File: src/rtl/pwm_timer_pkg.sv
package pwm_timer_pkg;
  localparam int unsigned OFF_PARAM  = 'h04;
  localparam int unsigned OFF_GLOBAL = 'h08;
  localparam int unsigned OFF_SC     = 'h10;
  localparam int unsigned OFF_CNT    = 'h14;
  localparam int unsigned OFF_MOD    = 'h18;
  localparam int unsigned OFF_CH     = 'h20;
  localparam int unsigned CH_STRIDE  = 8;
  localparam int unsigned CH_VAL_OFS = 4;

  localparam logic [1:0] CLK_RUN = 2'b01;

  typedef struct packed {
    logic [1:0] mode;
    logic [1:0] lvl;
  } ch_cfg_t;

  function automatic logic cfg_on(ch_cfg_t c);
    return (c.mode == 2'b10) && ((c.lvl == 2'b10) || (c.lvl == 2'b01));
  endfunction

  function automatic logic cfg_pulse(ch_cfg_t c);
    return c.lvl == 2'b10;
  endfunction
endpackage

File: src/rtl/pwm_prescale.sv
module pwm_prescale #(
  parameter int unsigned PS_W = 3
) (
  input  logic            clk_i,
  input  logic            rst_ni,
  input  logic            clr_i,
  input  logic [PS_W-1:0] ps_i,
  output logic            tick_o
);
  localparam int unsigned DIV_W = (1 << PS_W) - 1;

  logic [DIV_W-1:0] div_q;
  logic [DIV_W:0]   span;
  logic [DIV_W-1:0] lim;

  always_comb begin
    span   = (DIV_W+1)'(1) << ps_i;
    lim    = DIV_W'(span - 1'b1);
    tick_o = !clr_i && (div_q == lim);
  end

  always_ff @(posedge clk_i or negedge rst_ni) begin
    if (!rst_ni)                div_q <= '0;
    else if (clr_i || tick_o)   div_q <= '0;
    else                        div_q <= div_q + 1'b1;
  end
endmodule

File: src/rtl/pwm_counter.sv
module pwm_counter #(
  parameter int unsigned CNT_W = 16
) (
  input  logic             clk_i,
  input  logic             rst_ni,
  input  logic             run_i,
  input  logic             tick_i,
  input  logic             clr_i,
  input  logic             mod_we_i,
  input  logic [CNT_W-1:0] mod_wdata_i,
  output logic [CNT_W-1:0] cnt_o,
  output logic [CNT_W-1:0] mod_act_o,
  output logic [CNT_W-1:0] mod_buf_o,
  output logic [CNT_W-1:0] nxt_cnt_o,
  output logic             reload_o
);
  logic [CNT_W-1:0] cnt_q, mod_act_q, mod_buf_q;

  always_comb begin
    reload_o  = tick_i && (cnt_q >= mod_act_q);
    nxt_cnt_o = reload_o ? '0 : cnt_q + 1'b1;
  end

  always_ff @(posedge clk_i or negedge rst_ni) begin
    if (!rst_ni) begin
      cnt_q     <= '0;
      mod_act_q <= '0;
      mod_buf_q <= '0;
    end else begin
      if (clr_i)       cnt_q <= '0;
      else if (tick_i) cnt_q <= nxt_cnt_o;
      if (mod_we_i) mod_buf_q <= mod_wdata_i;
      // stopped: immediate; running: deferred to reload
      if (mod_we_i && !run_i) mod_act_q <= mod_wdata_i;
      else if (reload_o)      mod_act_q <= mod_buf_q;
    end
  end

  assign cnt_o     = cnt_q;
  assign mod_act_o = mod_act_q;
  assign mod_buf_o = mod_buf_q;
endmodule

File: src/rtl/pwm_channel.sv
module pwm_channel
  import pwm_timer_pkg::*;
#(
  parameter int unsigned CNT_W = 16
) (
  input  logic             clk_i,
  input  logic             rst_ni,
  input  logic             run_i,
  input  logic             tick_i,
  input  logic             reload_i,
  input  logic             mode_chg_i,
  input  logic [CNT_W-1:0] nxt_cnt_i,
  input  logic             ctl_we_i,
  input  logic             clr_flag_i,
  input  logic [3:0]       cfg_wdata_i,
  input  logic             val_we_i,
  input  logic [CNT_W-1:0] val_wdata_i,
  output logic             pwm_o,
  output logic             en_o,
  output logic [7:0]       ctl_rd_o,
  output logic [CNT_W-1:0] val_rd_o
);
  ch_cfg_t          cfg_q, cfg_new;
  logic             flag_q, out_q, hit;
  logic [CNT_W-1:0] val_buf_q, val_act_q, nxt_val;

  always_comb begin
    cfg_new = ch_cfg_t'(cfg_wdata_i);
    en_o    = cfg_on(cfg_q);
    nxt_val = reload_i ? val_buf_q : val_act_q;
    hit     = tick_i && en_o && (nxt_cnt_i == nxt_val);
  end

  always_ff @(posedge clk_i or negedge rst_ni) begin
    if (!rst_ni) begin
      cfg_q     <= '0;
      flag_q    <= 1'b0;
      val_buf_q <= '0;
      val_act_q <= '0;
      out_q     <= 1'b0;
    end else begin
      if (ctl_we_i) cfg_q <= cfg_new;
      if (hit)                          flag_q <= 1'b1;
      else if (ctl_we_i && clr_flag_i)  flag_q <= 1'b0;
      if (val_we_i) val_buf_q <= val_wdata_i;
      if (val_we_i && !run_i) val_act_q <= val_wdata_i;
      else if (reload_i)      val_act_q <= val_buf_q;
      // output priority: config write, disable, start/stop, advance
      if (ctl_we_i)
        out_q <= cfg_on(cfg_new) ? cfg_pulse(cfg_new) : 1'b0;
      else if (!en_o)
        out_q <= 1'b0;
      else if (mode_chg_i)
        out_q <= cfg_pulse(cfg_q);
      else if (tick_i)
        out_q <= (nxt_cnt_i < nxt_val) ? cfg_pulse(cfg_q) : !cfg_pulse(cfg_q);
    end
  end

  assign pwm_o    = out_q;
  assign ctl_rd_o = {flag_q, 1'b0, cfg_q, 2'b00};
  assign val_rd_o = val_buf_q;
endmodule

File: src/rtl/pwm_timer.sv
module pwm_timer
  import pwm_timer_pkg::*;
#(
  parameter int unsigned NUM_CH = 6,
  parameter int unsigned CNT_W  = 16,
  parameter int unsigned PS_W   = 3,
  parameter int unsigned ADDR_W = 8
) (
  input  logic              clk_i,
  input  logic              rst_ni,
  input  logic              we_i,
  input  logic [ADDR_W-1:0] addr_i,
  input  logic [31:0]       wdata_i,
  output logic [31:0]       rdata_o,
  output logic [NUM_CH-1:0] pwm_o
);
  localparam logic [ADDR_W-1:0] A_PARAM = ADDR_W'(OFF_PARAM);
  localparam logic [ADDR_W-1:0] A_SC    = ADDR_W'(OFF_SC);
  localparam logic [ADDR_W-1:0] A_CNT   = ADDR_W'(OFF_CNT);
  localparam logic [ADDR_W-1:0] A_MOD   = ADDR_W'(OFF_MOD);
  localparam int unsigned MODE_LSB = PS_W;
  localparam int unsigned CTR_BIT  = PS_W + 2;

  function automatic logic [ADDR_W-1:0] ctl_addr(int unsigned i);
    return ADDR_W'(OFF_CH + i * CH_STRIDE);
  endfunction

  function automatic logic [ADDR_W-1:0] val_addr(int unsigned i);
    return ADDR_W'(OFF_CH + i * CH_STRIDE + CH_VAL_OFS);
  endfunction

  logic [PS_W-1:0]  ps_q;
  logic [1:0]       clk_mode_q;
  logic             center_q;
  logic             sc_we, cnt_we_w, mod_we, run_w, new_run, mode_chg_w;
  logic             tick_w, reload_w;
  logic [CNT_W-1:0] cnt_w, mod_act_w, mod_buf_w, nxt_cnt_w;
  logic [NUM_CH-1:0] ch_en_w;
  logic [7:0]       ctl_rd [NUM_CH];
  logic [CNT_W-1:0] val_rd [NUM_CH];
  logic             unused_bits;

  assign unused_bits = ^wdata_i[31:CNT_W];

  always_comb begin
    sc_we      = we_i && (addr_i == A_SC);
    cnt_we_w   = we_i && (addr_i == A_CNT);
    mod_we     = we_i && (addr_i == A_MOD);
    run_w      = (clk_mode_q == CLK_RUN);
    new_run    = (wdata_i[MODE_LSB+1:MODE_LSB] == CLK_RUN);
    mode_chg_w = sc_we && (new_run != run_w);
  end

  always_ff @(posedge clk_i or negedge rst_ni) begin
    if (!rst_ni) begin
      ps_q       <= '0;
      clk_mode_q <= '0;
      center_q   <= 1'b0;
    end else if (sc_we) begin
      ps_q       <= wdata_i[PS_W-1:0];
      clk_mode_q <= wdata_i[MODE_LSB+1:MODE_LSB];
      center_q   <= wdata_i[CTR_BIT];
    end
  end

  pwm_prescale #(.PS_W(PS_W)) i_presc (
    .clk_i  (clk_i),
    .rst_ni (rst_ni),
    .clr_i  (cnt_we_w || !run_w),
    .ps_i   (ps_q),
    .tick_o (tick_w)
  );

  pwm_counter #(.CNT_W(CNT_W)) i_cnt (
    .clk_i       (clk_i),
    .rst_ni      (rst_ni),
    .run_i       (run_w),
    .tick_i      (tick_w),
    .clr_i       (cnt_we_w),
    .mod_we_i    (mod_we),
    .mod_wdata_i (wdata_i[CNT_W-1:0]),
    .cnt_o       (cnt_w),
    .mod_act_o   (mod_act_w),
    .mod_buf_o   (mod_buf_w),
    .nxt_cnt_o   (nxt_cnt_w),
    .reload_o    (reload_w)
  );

  for (genvar g = 0; g < NUM_CH; g++) begin : g_ch
    pwm_channel #(.CNT_W(CNT_W)) i_ch (
      .clk_i       (clk_i),
      .rst_ni      (rst_ni),
      .run_i       (run_w),
      .tick_i      (tick_w),
      .reload_i    (reload_w),
      .mode_chg_i  (mode_chg_w),
      .nxt_cnt_i   (nxt_cnt_w),
      .ctl_we_i    (we_i && (addr_i == ctl_addr(g))),
      .clr_flag_i  (wdata_i[7]),
      .cfg_wdata_i (wdata_i[5:2]),
      .val_we_i    (we_i && (addr_i == val_addr(g))),
      .val_wdata_i (wdata_i[CNT_W-1:0]),
      .pwm_o       (pwm_o[g]),
      .en_o        (ch_en_w[g]),
      .ctl_rd_o    (ctl_rd[g]),
      .val_rd_o    (val_rd[g])
    );
  end

  always_comb begin
    rdata_o = '0;
    if (addr_i == A_PARAM)    rdata_o[7:0]         = 8'(NUM_CH);
    else if (addr_i == A_SC)  rdata_o[CTR_BIT:0]   = {center_q, clk_mode_q, ps_q};
    else if (addr_i == A_CNT) rdata_o[CNT_W-1:0]   = cnt_w;
    else if (addr_i == A_MOD) rdata_o[CNT_W-1:0]   = mod_buf_w;
    for (int unsigned i = 0; i < NUM_CH; i++) begin
      if (addr_i == ctl_addr(i)) rdata_o[7:0]       = ctl_rd[i];
      if (addr_i == val_addr(i)) rdata_o[CNT_W-1:0] = val_rd[i];
    end
  end
endmodule

File: config.mk
export PLATFORM = sky130hd
export DESIGN_NAME = pwm_timer
export DESIGN_NICKNAME = d
export VERILOG_FILES = /design/src/rtl/pwm_timer_pkg.sv /design/src/rtl/pwm_prescale.sv /design/src/rtl/pwm_counter.sv /design/src/rtl/pwm_channel.sv /design/src/rtl/pwm_timer.sv
export SDC_FILE = /design/constraint.sdc
export NUM_CORES = 1
export LEC_CHECK = 0
export CORE_ASPECT_RATIO = 0.75
export CORE_MARGIN = 5
export CORE_UTILIZATION = 50
export CTS_CLUSTER_SIZE = 16
export DETAILED_ROUTE_END_ITERATION = 7
export PLACE_DENSITY = 0.81
export SETUP_SLACK_MARGIN = 0.02
export SLEW_MARGIN = 40
export SYNTH_ARGS = -nofsm -noshare
export SYNTH_HDL_FRONTEND = slang
export SYNTH_SLANG_ARGS = --single-unit
File: constraint.sdc
create_clock -name clk_i -period 4.9 [get_ports clk_i]
set_clock_uncertainty 0.15 [all_clocks]
set_input_delay 1.47 -clock clk_i [delete_from_list [all_inputs] [get_ports clk_i]]
set_output_delay 1.47 -clock clk_i [all_outputs]
set_load 0.01 [all_outputs]
==> impl_metrics.xml, run 1 <==
<?xml version="1.0" encoding="UTF-8"?>
<metrics>
  <group name="timing">
    <metric name="report.final.slew_viol_count" unit="">0</metric>
    <metric name="hold_violations_final" unit="">0</metric>
    <metric name="final_setup_tns" unit="ns">-0.391</metric>
    <metric name="final.period_utilization" unit="">1.02</metric>
    <metric name="report.final.setup_viol" unit="">5</metric>
    <metric name="timing_worst_slew_pin_value" unit="ns">0.916</metric>
    <metric name="hold_ws" unit="ns">0.357</metric>
    <metric name="slew_headroom" unit="">0.388</metric>
    <metric name="layout_min_cycle_time" unit="ns">5.01</metric>
    <metric name="pnr_worst_setup_slack" unit="ns">-0.112</metric>
    <metric name="timing.fmax" unit="GHz">0.200</metric>
    <metric name="rsz0062_at_grt" unit="">yes</metric>
  </group>
  <group name="die">
    <metric name="fp.dieW" unit="um">222</metric>
    <metric name="dieArea" unit="um^2">37500</metric>
    <metric name="initial_core_util" unit="">0.505</metric>
    <metric name="std_cell_core_area" unit="um^2">33400</metric>
    <metric name="i_o_pin_count" unit="">81</metric>
    <metric name="die_h" unit="um">169</metric>
    <metric name="num_rows" unit="">58</metric>
  </group>
  <group name="worst_setup_path">
    <metric name="timing_worst_setup_path_type" unit="">in2out</metric>
    <metric name="r2r_setup_slk" unit="ns">0.26</metric>
    <metric name="worstReg2RegStart" unit="">i_cnt.cnt_o[0]$_DFFE_PN0P_</metric>
    <metric name="cp_cell_sequence" unit="">buf_2 &gt; nor2_2 &gt; buf_4 &gt; nand3b_1 &gt; nor3_2 &gt; a221oi_2 &gt; o221ai_4 &gt; o31ai_2 &gt; a21oi_2 &gt; a21o_1 &gt; buf_2</metric>
    <metric name="crit_fanout" unit="">4</metric>
    <metric name="cp_data_required_time" unit="ns">3.28</metric>
    <metric name="timing.reg2reg.worst_path_depth" unit="">19</metric>
    <metric name="critPathSlowestCell" unit="">o221ai_4</metric>
    <metric name="end_of_the_worst_register_to_register_path" unit="">g_ch[2].i_ch.pwm_o$_DFFE_PN0P_</metric>
    <metric name="max_stage_delay" unit="ns">0.28</metric>
    <metric name="worst_setup_path_end_kind" unit="">primary output</metric>
    <metric name="cpMostUsedCell" unit="">buf_2</metric>
    <metric name="crit_start" unit="">addr_i[6]</metric>
    <metric name="worst_ep_arrival_time" unit="ns">3.39</metric>
    <metric name="crit_path_start_kind" unit="">input pin</metric>
    <metric name="critical_path.endpoint" unit="">rdata_o[7]</metric>
  </group>
  <group name="finish">
    <metric name="syn_to_final_growth" unit="%">24.9</metric>
    <metric name="antenna-diode-count" unit="">0</metric>
    <metric name="final_cell_area" unit="um^2">21000</metric>
    <metric name="layout.area.seq" unit="um^2">7230</metric>
    <metric name="finalCoreUtilization" unit="">0.630</metric>
    <metric name="multi_input_combinational_cell_area" unit="um^2">9520</metric>
    <metric name="drive_above_1_share" unit="">0.292</metric>
    <metric name="filler_cell_count" unit="">2549</metric>
    <metric name="design.final.nets" unit="">2095</metric>
    <metric name="instances_no_fill" unit="">2410</metric>
  </group>
  <group name="routing">
    <metric name="ant_nets" unit="">0</metric>
    <metric name="total_iterations_of_the_first_detailed_routing_run" unit="">8</metric>
    <metric name="drc" unit="">0</metric>
    <metric name="wl_final" unit="um">56800</metric>
    <metric name="drt_iter0_drc" unit="">1966</metric>
    <metric name="routed-via-count" unit="">15300</metric>
    <metric name="via_per_inst" unit="">6.33</metric>
    <metric name="avgRoutedWirePerCell" unit="um">23.6</metric>
  </group>
  <group name="pwr">
    <metric name="power.density" unit="nW/um^2">373</metric>
    <metric name="total_leakage_power" unit="nW">10.5</metric>
    <metric name="vdd.ir_drop.worst" unit="uV">266</metric>
  </group>
  <group name="synth">
    <metric name="post_synth_main_area_contributors" unit="">dfrtp_1, mux2_2, ha_1</metric>
    <metric name="ys_types" unit="">71</metric>
    <metric name="synth_sequential_area_ratio" unit="">0.429</metric>
    <metric name="mapped_area" unit="um^2">16800</metric>
    <metric name="asyncSetResetFlopFracSynth" unit="">1.00</metric>
    <metric name="synth_area_leader_cell" unit="">dfrtp_1</metric>
    <metric name="avg_inst_size_synth" unit="um^2">9.80</metric>
    <metric name="fraction_of_post_synthesis_cell_area_in_the_top_cell_type_by_area" unit="">0.429</metric>
    <metric name="yosysWarnings" unit="">0</metric>
    <metric name="postSynthRegisterBits" unit="">289</metric>
    <metric name="ys.flop_type" unit="">dfrtp_1</metric>
    <metric name="synth_enable_flop_cells" unit="">0</metric>
    <metric name="gate_count_post_synth" unit="">1718</metric>
  </group>
  <group name="run">
    <metric name="cap_violations" unit="">0</metric>
  </group>
  <group name="placed_design">
    <metric name="port-buffer-count" unit="">48</metric>
    <metric name="place_hpwl" unit="um">40100</metric>
    <metric name="dpl_cell_area" unit="um^2">19200</metric>
    <metric name="placed_cells" unit="">2331</metric>
    <metric name="place.gp.congestion" unit="">0.985</metric>
  </group>
  <group name="clock_tree">
    <metric name="cts_tree" unit="">done</metric>
    <metric name="holdBufCountCts" unit="">0</metric>
    <metric name="clk_pin_slew" unit="ns">0.06</metric>
    <metric name="worstSkewPairLatency" unit="ns">0.59</metric>
    <metric name="cts_inserted_buffers" unit="">30</metric>
    <metric name="cts_max_level" unit="">1</metric>
    <metric name="clockRootBuffer" unit="">clkbuf_16</metric>
    <metric name="clock-sinks" unit="">289</metric>
    <metric name="cts-root-to-sink-buffers" unit="">3</metric>
  </group>
  <group name="grt">
    <metric name="initial_antenna_violation_count" unit="">1</metric>
    <metric name="grt_first_pass_wirelength" unit="um">85400</metric>
    <metric name="grt_overflow" unit="">0</metric>
    <metric name="grt_usage" unit="">0.287</metric>
    <metric name="pin_count_of_the_biggest_net_entering_global_routing" unit="">60</metric>
    <metric name="vias_in_the_first_global_route" unit="">14800</metric>
  </group>
  <group name="run_status">
    <metric name="status" unit="">complete, but fails checks</metric>
    <metric name="violations_in_the_final_reports" unit="">negative setup slack</metric>
  </group>
  <group name="hold_path">
    <metric name="hold_path_class" unit="">reg2reg</metric>
  </group>
</metrics>
where the power goes:
group	total (mW)	internal, mW	switching, mW
clock network	2.38	1.41	0.974
logic	2.66	1.20	1.47
registers	2.81	2.63	0.181
total	7.86	5.23	2.62
through the flow:
stage          power, mW  setup slack (ns)
6_report            7.86            -0.112
5_1_grt             8.19            -0.178
4_1_cts             7.71           -0.0514
3_5_place_dp        5.30             -1.09
3_3_place_gp        5.17             -1.04
2_1_floorplan       4.19            -0.145
per-layer routing:
layer | vias to the layer above | routed length [um] | global-route usage | part of all wire
met3 | 187 | 6950 | 0.0739 | 0.12
met5 | - | 13 | 0 | 0.00023
met1 | 7486 | 22700 | 0.403 | 0.40
met2 | 947 | 25000 | 0.439 | 0.44
met4 | 2 | 2180 | 0.0938 | 0.038
li1 | 6642 | - | - | -
worst min path at each step:
stage | from | to | slack [ns] | cells past startpoint
floorplan | g_ch[5].i_ch.flag_q$_DFFE_PN0P_ | g_ch[5].i_ch.flag_q$_DFFE_PN0P_ | 0.32 | 2
global placement | g_ch[5].i_ch.flag_q$_DFFE_PN0P_ | g_ch[5].i_ch.flag_q$_DFFE_PN0P_ | 0.34 | 2
detailed placement | g_ch[0].i_ch.ctl_rd_o[2]$_DFFE_PN0P_ | g_ch[0].i_ch.ctl_rd_o[2]$_DFFE_PN0P_ | 0.35 | 1
CTS | g_ch[0].i_ch.ctl_rd_o[2]$_DFFE_PN0P_ | g_ch[0].i_ch.ctl_rd_o[2]$_DFFE_PN0P_ | 0.36 | 1
global route | g_ch[0].i_ch.ctl_rd_o[2]$_DFFE_PN0P_ | g_ch[0].i_ch.ctl_rd_o[2]$_DFFE_PN0P_ | 0.37 | 1
finish | g_ch[0].i_ch.ctl_rd_o[2]$_DFFE_PN0P_ | g_ch[0].i_ch.ctl_rd_o[2]$_DFFE_PN0P_ | 0.36 | 1
layout make-up:
cell class	instances	share of cell area
clock buffers	48	0.0447
repair buffers	300	0.122
clock inverters	6	0.00392
well taps	450	0.0268
flip-flops and latches	289	0.344
inverters	38	0.00696
multi-input cells	1279	0.452
kinds of logic (layout without fill, tap and decap cells):
family	Yosys count	after routing	synth area share
AO/OA/AOI/OAI	397	397	0.146
XOR/XNOR	27	27	0.0140
adder cells (fa/ha/maj)	114	114	0.0847
buffers and inverters	165	392	0.0431
flip-flops	289	289	0.429
multiplexers	228	228	0.146
other	1	16	0.000223
AND/OR/NAND/NOR	497	497	0.136
critical path, delay by kind of cell:
family / cells / cell delay (ns)
buffers and inverters: 3 / 0.45
AND/OR/NAND/NOR: 3 / 0.58
AO/OA/AOI/OAI: 5 / 0.90
cell usage in the layout, fill, tap and decap left out, types with 24 or more instances in the layout:
cell type    n
nand4_1     39
mux2_2     137
nand2_1    116
o21ai_0     52
buf_4      213
ha_1       113
inv_1       37
mux2i_1     83
nand3_1     48
a21oi_1    149
clkbuf_16   32
a21o_1      27
a31oi_1     31
buf_6       24
dfrtp_1    289
nor2_1     179
synth_stat cells (3+ instances only):
master,instances
a2111oi_0,5
a211o_1,3
a211oi_1,6
a21o_1,27
a21oi_1,159
a222oi_1,10
a22oi_1,27
a311o_1,3
a311oi_1,4
a31oi_1,32
and3_1,14
buf_1,3
buf_2,13
buf_4,22
clkbuf_1,88
dfrtp_1,289
ha_1,114
inv_1,38
mux2_2,137
mux2i_1,90
nand2_1,126
nand2b_1,7
nand3_1,52
nand4_1,39
nor2_1,203
nor2b_1,11
nor3_1,11
nor3b_1,6
nor4_1,3
nor4b_1,4
o2111ai_1,3
o21ai_0,68
o21ai_1,4
o221ai_1,7
o22ai_1,9
o31ai_1,8
or2_2,3
or3_1,5
xnor2_1,20
xor2_1,7
flip-flops by register name, summed over array words and instances, names as in the netlist, 2 cells and up:
signal and count:
g_ch.i_ch.val_act_q 96, g_ch.i_ch.ctl_rd_o 24, i_cnt.cnt_o 16, g_ch.i_ch.flag_q 6, g_ch.i_ch.val_rd_o 96, clk_mode_q 2
i_cnt.mod_act_o 16, i_cnt.mod_buf_o 16, ps_q 3, i_presc.div_q 7, g_ch.i_ch.pwm_o 6
timing repair:
action | CTS | global route
gates cloned | 2 | 1
endpoints found under the setup margin | 24 | 22
resized for setup | 178 | 77
endpoints found under the hold margin | 0 | 0
buffers inserted | 12 | 11
pin swaps | 42 | 40
Note: power is estimated with default switching activity, not from simulation.
==> run 2: changes to the inputs <==
--- a/config.mk
+++ b/config.mk
@@ -5,12 +5,13 @@
 export SDC_FILE = /design/constraint.sdc
 export NUM_CORES = 1
 export LEC_CHECK = 0
-export CORE_ASPECT_RATIO = 0.75
+export CORE_ASPECT_RATIO = 1.75
 export CORE_MARGIN = 5
 export CORE_UTILIZATION = 50
 export CTS_CLUSTER_SIZE = 16
 export DETAILED_ROUTE_END_ITERATION = 7
-export PLACE_DENSITY = 0.81
+export DONT_BUFFER_PORTS = 1
+export PLACE_DENSITY = 0.78
 export SETUP_SLACK_MARGIN = 0.02
 export SLEW_MARGIN = 40
 export SYNTH_ARGS = -nofsm -noshare
==> run 2 against run 1 <==
Effect of this change:
- the flow now finishes without violations
- power shrank 5.9%
- die area grew 0.29%
- wire length shrank 1.3%
- sequential cell count is the same
- cell area shrank 7.2%
- clock power shrank 7%
- combinational power shrank 10%
- critical path type unchanged
- largest power group unchanged
==> impl_metrics.xml, run 2 (synthesis gave the netlist of run 1 again) <==
<?xml version="1.0" encoding="UTF-8"?>
<metrics>
  <group name="clock_tree">
    <metric name="clockRootBuffer" unit="">clkbuf_16</metric>
    <metric name="cts_tree" unit="">done</metric>
    <metric name="cts_inserted_buffers" unit="">28</metric>
    <metric name="holdBufCountCts" unit="">0</metric>
    <metric name="clock-sinks" unit="">289</metric>
    <metric name="clk_pin_slew" unit="ns">0.06</metric>
    <metric name="cts_max_level" unit="">1</metric>
    <metric name="cts-root-to-sink-buffers" unit="">3</metric>
    <metric name="worstSkewPairLatency" unit="ns">0.57</metric>
  </group>
  <group name="timing">
    <metric name="report.final.setup_viol" unit="">0</metric>
    <metric name="report.final.slew_viol_count" unit="">0</metric>
    <metric name="rsz0062_at_grt" unit="">yes</metric>
    <metric name="layout_min_cycle_time" unit="ns">4.84</metric>
    <metric name="timing.fmax" unit="GHz">0.207</metric>
    <metric name="final_setup_tns" unit="ns">0</metric>
    <metric name="final.period_utilization" unit="">0.988</metric>
    <metric name="slew_headroom" unit="">0.453</metric>
    <metric name="hold_violations_final" unit="">0</metric>
    <metric name="timing_worst_slew_pin_value" unit="ns">0.819</metric>
  </group>
  <group name="routing">
    <metric name="avgRoutedWirePerCell" unit="um">24.4</metric>
    <metric name="routed-via-count" unit="">14400</metric>
    <metric name="drc" unit="">0</metric>
    <metric name="via_per_inst" unit="">6.28</metric>
    <metric name="drt_iter0_drc" unit="">1253</metric>
    <metric name="ant_nets" unit="">0</metric>
    <metric name="total_iterations_of_the_first_detailed_routing_run" unit="">8</metric>
    <metric name="wl_final" unit="um">56100</metric>
  </group>
  <group name="hold_path">
    <metric name="hold_path_class" unit="">reg2reg</metric>
    <metric name="hold_path_depth" unit="">2</metric>
    <metric name="hold_path_startpoint" unit="">g_ch[5].i_ch.flag_q$_DFFE_PN0P_</metric>
    <metric name="worst_hold_path.endpoint" unit="">g_ch[5].i_ch.flag_q$_DFFE_PN0P_</metric>
  </group>
  <group name="die">
    <metric name="dieArea" unit="um^2">37600</metric>
    <metric name="fp.dieW" unit="um">149</metric>
    <metric name="num_rows" unit="">89</metric>
    <metric name="die_h" unit="um">253</metric>
    <metric name="i_o_pin_count" unit="">81</metric>
    <metric name="std_cell_core_area" unit="um^2">33500</metric>
    <metric name="initial_core_util" unit="">0.502</metric>
  </group>
  <group name="worst_setup_path">
    <metric name="worst_setup_path_end_kind" unit="">primary output</metric>
    <metric name="crit_fanout" unit="">5</metric>
    <metric name="r2r_setup_slk" unit="ns">0.20</metric>
    <metric name="timing.reg2reg.worst_path_depth" unit="">17</metric>
    <metric name="end_of_the_worst_register_to_register_path" unit="">g_ch[2].i_ch.pwm_o$_DFFE_PN0P_</metric>
    <metric name="worstReg2RegStart" unit="">i_cnt.cnt_o[1]$_DFFE_PN0P_</metric>
    <metric name="crit_path_start_kind" unit="">input pin</metric>
    <metric name="worst_ep_arrival_time" unit="ns">3.22</metric>
    <metric name="cp_data_required_time" unit="ns">3.28</metric>
    <metric name="timing_worst_setup_path_type" unit="">in2out</metric>
  </group>
  <group name="grt">
    <metric name="grt_usage" unit="">0.297</metric>
    <metric name="initial_antenna_violation_count" unit="">0</metric>
    <metric name="grt_overflow" unit="">0</metric>
    <metric name="pin_count_of_the_biggest_net_entering_global_routing" unit="">290</metric>
    <metric name="vias_in_the_first_global_route" unit="">14900</metric>
    <metric name="grt_first_pass_wirelength" unit="um">85100</metric>
  </group>
  <group name="finish">
    <metric name="drive_above_1_share" unit="">0.235</metric>
    <metric name="most-common-layout-cells" unit="">dfrtp_1, nor2_1, buf_4, a21oi_1, mux2_2</metric>
    <metric name="syn_to_final_growth" unit="%">15.9</metric>
    <metric name="multi_input_combinational_cell_area" unit="um^2">9220</metric>
    <metric name="final_cell_area" unit="um^2">19500</metric>
    <metric name="filler_cell_count" unit="">2786</metric>
    <metric name="antenna-diode-count" unit="">0</metric>
    <metric name="layout.cells.most_common" unit="">dfrtp_1</metric>
    <metric name="layout.area.seq" unit="um^2">7230</metric>
    <metric name="design.final.nets" unit="">1978</metric>
  </group>
  <group name="placed_design">
    <metric name="place_hpwl" unit="um">40900</metric>
    <metric name="dpl_cell_area" unit="um^2">18400</metric>
    <metric name="port-buffer-count" unit="">0</metric>
    <metric name="place.gp.congestion" unit="">1.02</metric>
  </group>
  <group name="run_status">
    <metric name="status" unit="">finished, final reports clean</metric>
  </group>
  <group name="pwr">
    <metric name="power.density" unit="nW/um^2">379</metric>
    <metric name="total_leakage_power" unit="nW">9.83</metric>
    <metric name="vdd.ir_drop.worst" unit="uV">311</metric>
  </group>
  <group name="run">
    <metric name="cap_violations" unit="">0</metric>
  </group>
</metrics>
==> run 2: cell types whose count changed in the layout (fill, tap and decap cells not counted), moves of 7 or more <==
| cell | change |
|---|---|
| buf_4 | -36 |
| clkdlybuf4s50_1 | -23 |
| buf_2 | -20 |
| buf_6 | -19 |
| nor2_1 | +15 |
| a22oi_1 | +9 |
| a22oi_2 | -9 |
| nor2_4 | -9 |
| buf_12 | -7 |
==> run 2: area by class of cell <==
| type | instances | area share |
|---|---|---|
| multi-input cells | 1279 | 0.472 |
| well taps | 455 | 0.0292 |
| clock buffers | 38 | 0.0415 |
| repair buffers | 185 | 0.0740 |
| flip-flops and latches | 289 | 0.370 |
| clock inverters | 10 | 0.00532 |
| inverters | 38 | 0.00730 |
==> run 2: where the power goes <==
group | switching, mW | internal (mW) | leakage [nW]
Clock | 0.954 | 1.25 | 0.458
Sequential | 0.163 | 2.63 | 3.95
Combinational | 1.29 | 1.11 | 5.42
==> run 2: metrics by stage <==
step                       util  std cells  hold WS, ns  setup WS (ns)  power (mW)
final                     0.583       2294        0.361         0.0595        7.39
after floorplan               -       1733        0.318         -0.145        4.19
after detailed placement  0.548       2246        0.343         -0.299        5.14
after global routing      0.583       2294        0.385        -0.0232        7.74
after CTS                 0.578       2294        0.358         0.0225        7.35
after global placement    0.548       2246        0.339         -0.289        5.04
==> run 2: worst max path at each step <==
stage / startpoint / end / slack [ns] / cells after the start
CTS: addr_i[1] / rdata_o[5] / 0.02 / 11
finish: addr_i[1] / rdata_o[5] / 0.06 / 13
floorplan: addr_i[6] / g_ch[2].i_ch.pwm_o$_DFFE_PN0P_ / -0.14 / 19
global route: addr_i[1] / rdata_o[2] / -0.02 / 13
global placement: addr_i[1] / g_ch[3].i_ch.pwm_o$_DFFE_PN0P_ / -0.29 / 18
detailed placement: addr_i[1] / g_ch[3].i_ch.pwm_o$_DFFE_PN0P_ / -0.30 / 18
==> run 2: layer usage <==
metal,up-vias,routed length (um),track usage
met4,0,6580,0.274
li1,6399,-,-
met3,306,3950,0.0507
met2,741,27400,0.512
met1,6957,18100,0.302
met5,-,0,0
==> run 2: worst max-delay path, cell delays in order <==
cell,delay (ns)
or3_4,0.39
buf_4,0.17
nor2_4,0.11
buf_6,0.12
nor2_1,0.05
nor2_1,0.12
a311oi_2,0.06
buf_4,0.17
a21oi_4,0.15
o22ai_2,0.10
o21ai_0,0.08
o21ai_1,0.09
buf_4,0.15
==> run 2: what timing repair did <==
| action | 4_1_cts | 5_1_grt |
|---|---|---|
| endpoints found under the setup margin | 5 | 9 |
| gates resized for setup | 29 | 31 |
| pin swaps | 5 | 9 |
| gates cloned | 0 | 0 |
| setup buffers | 0 | 0 |
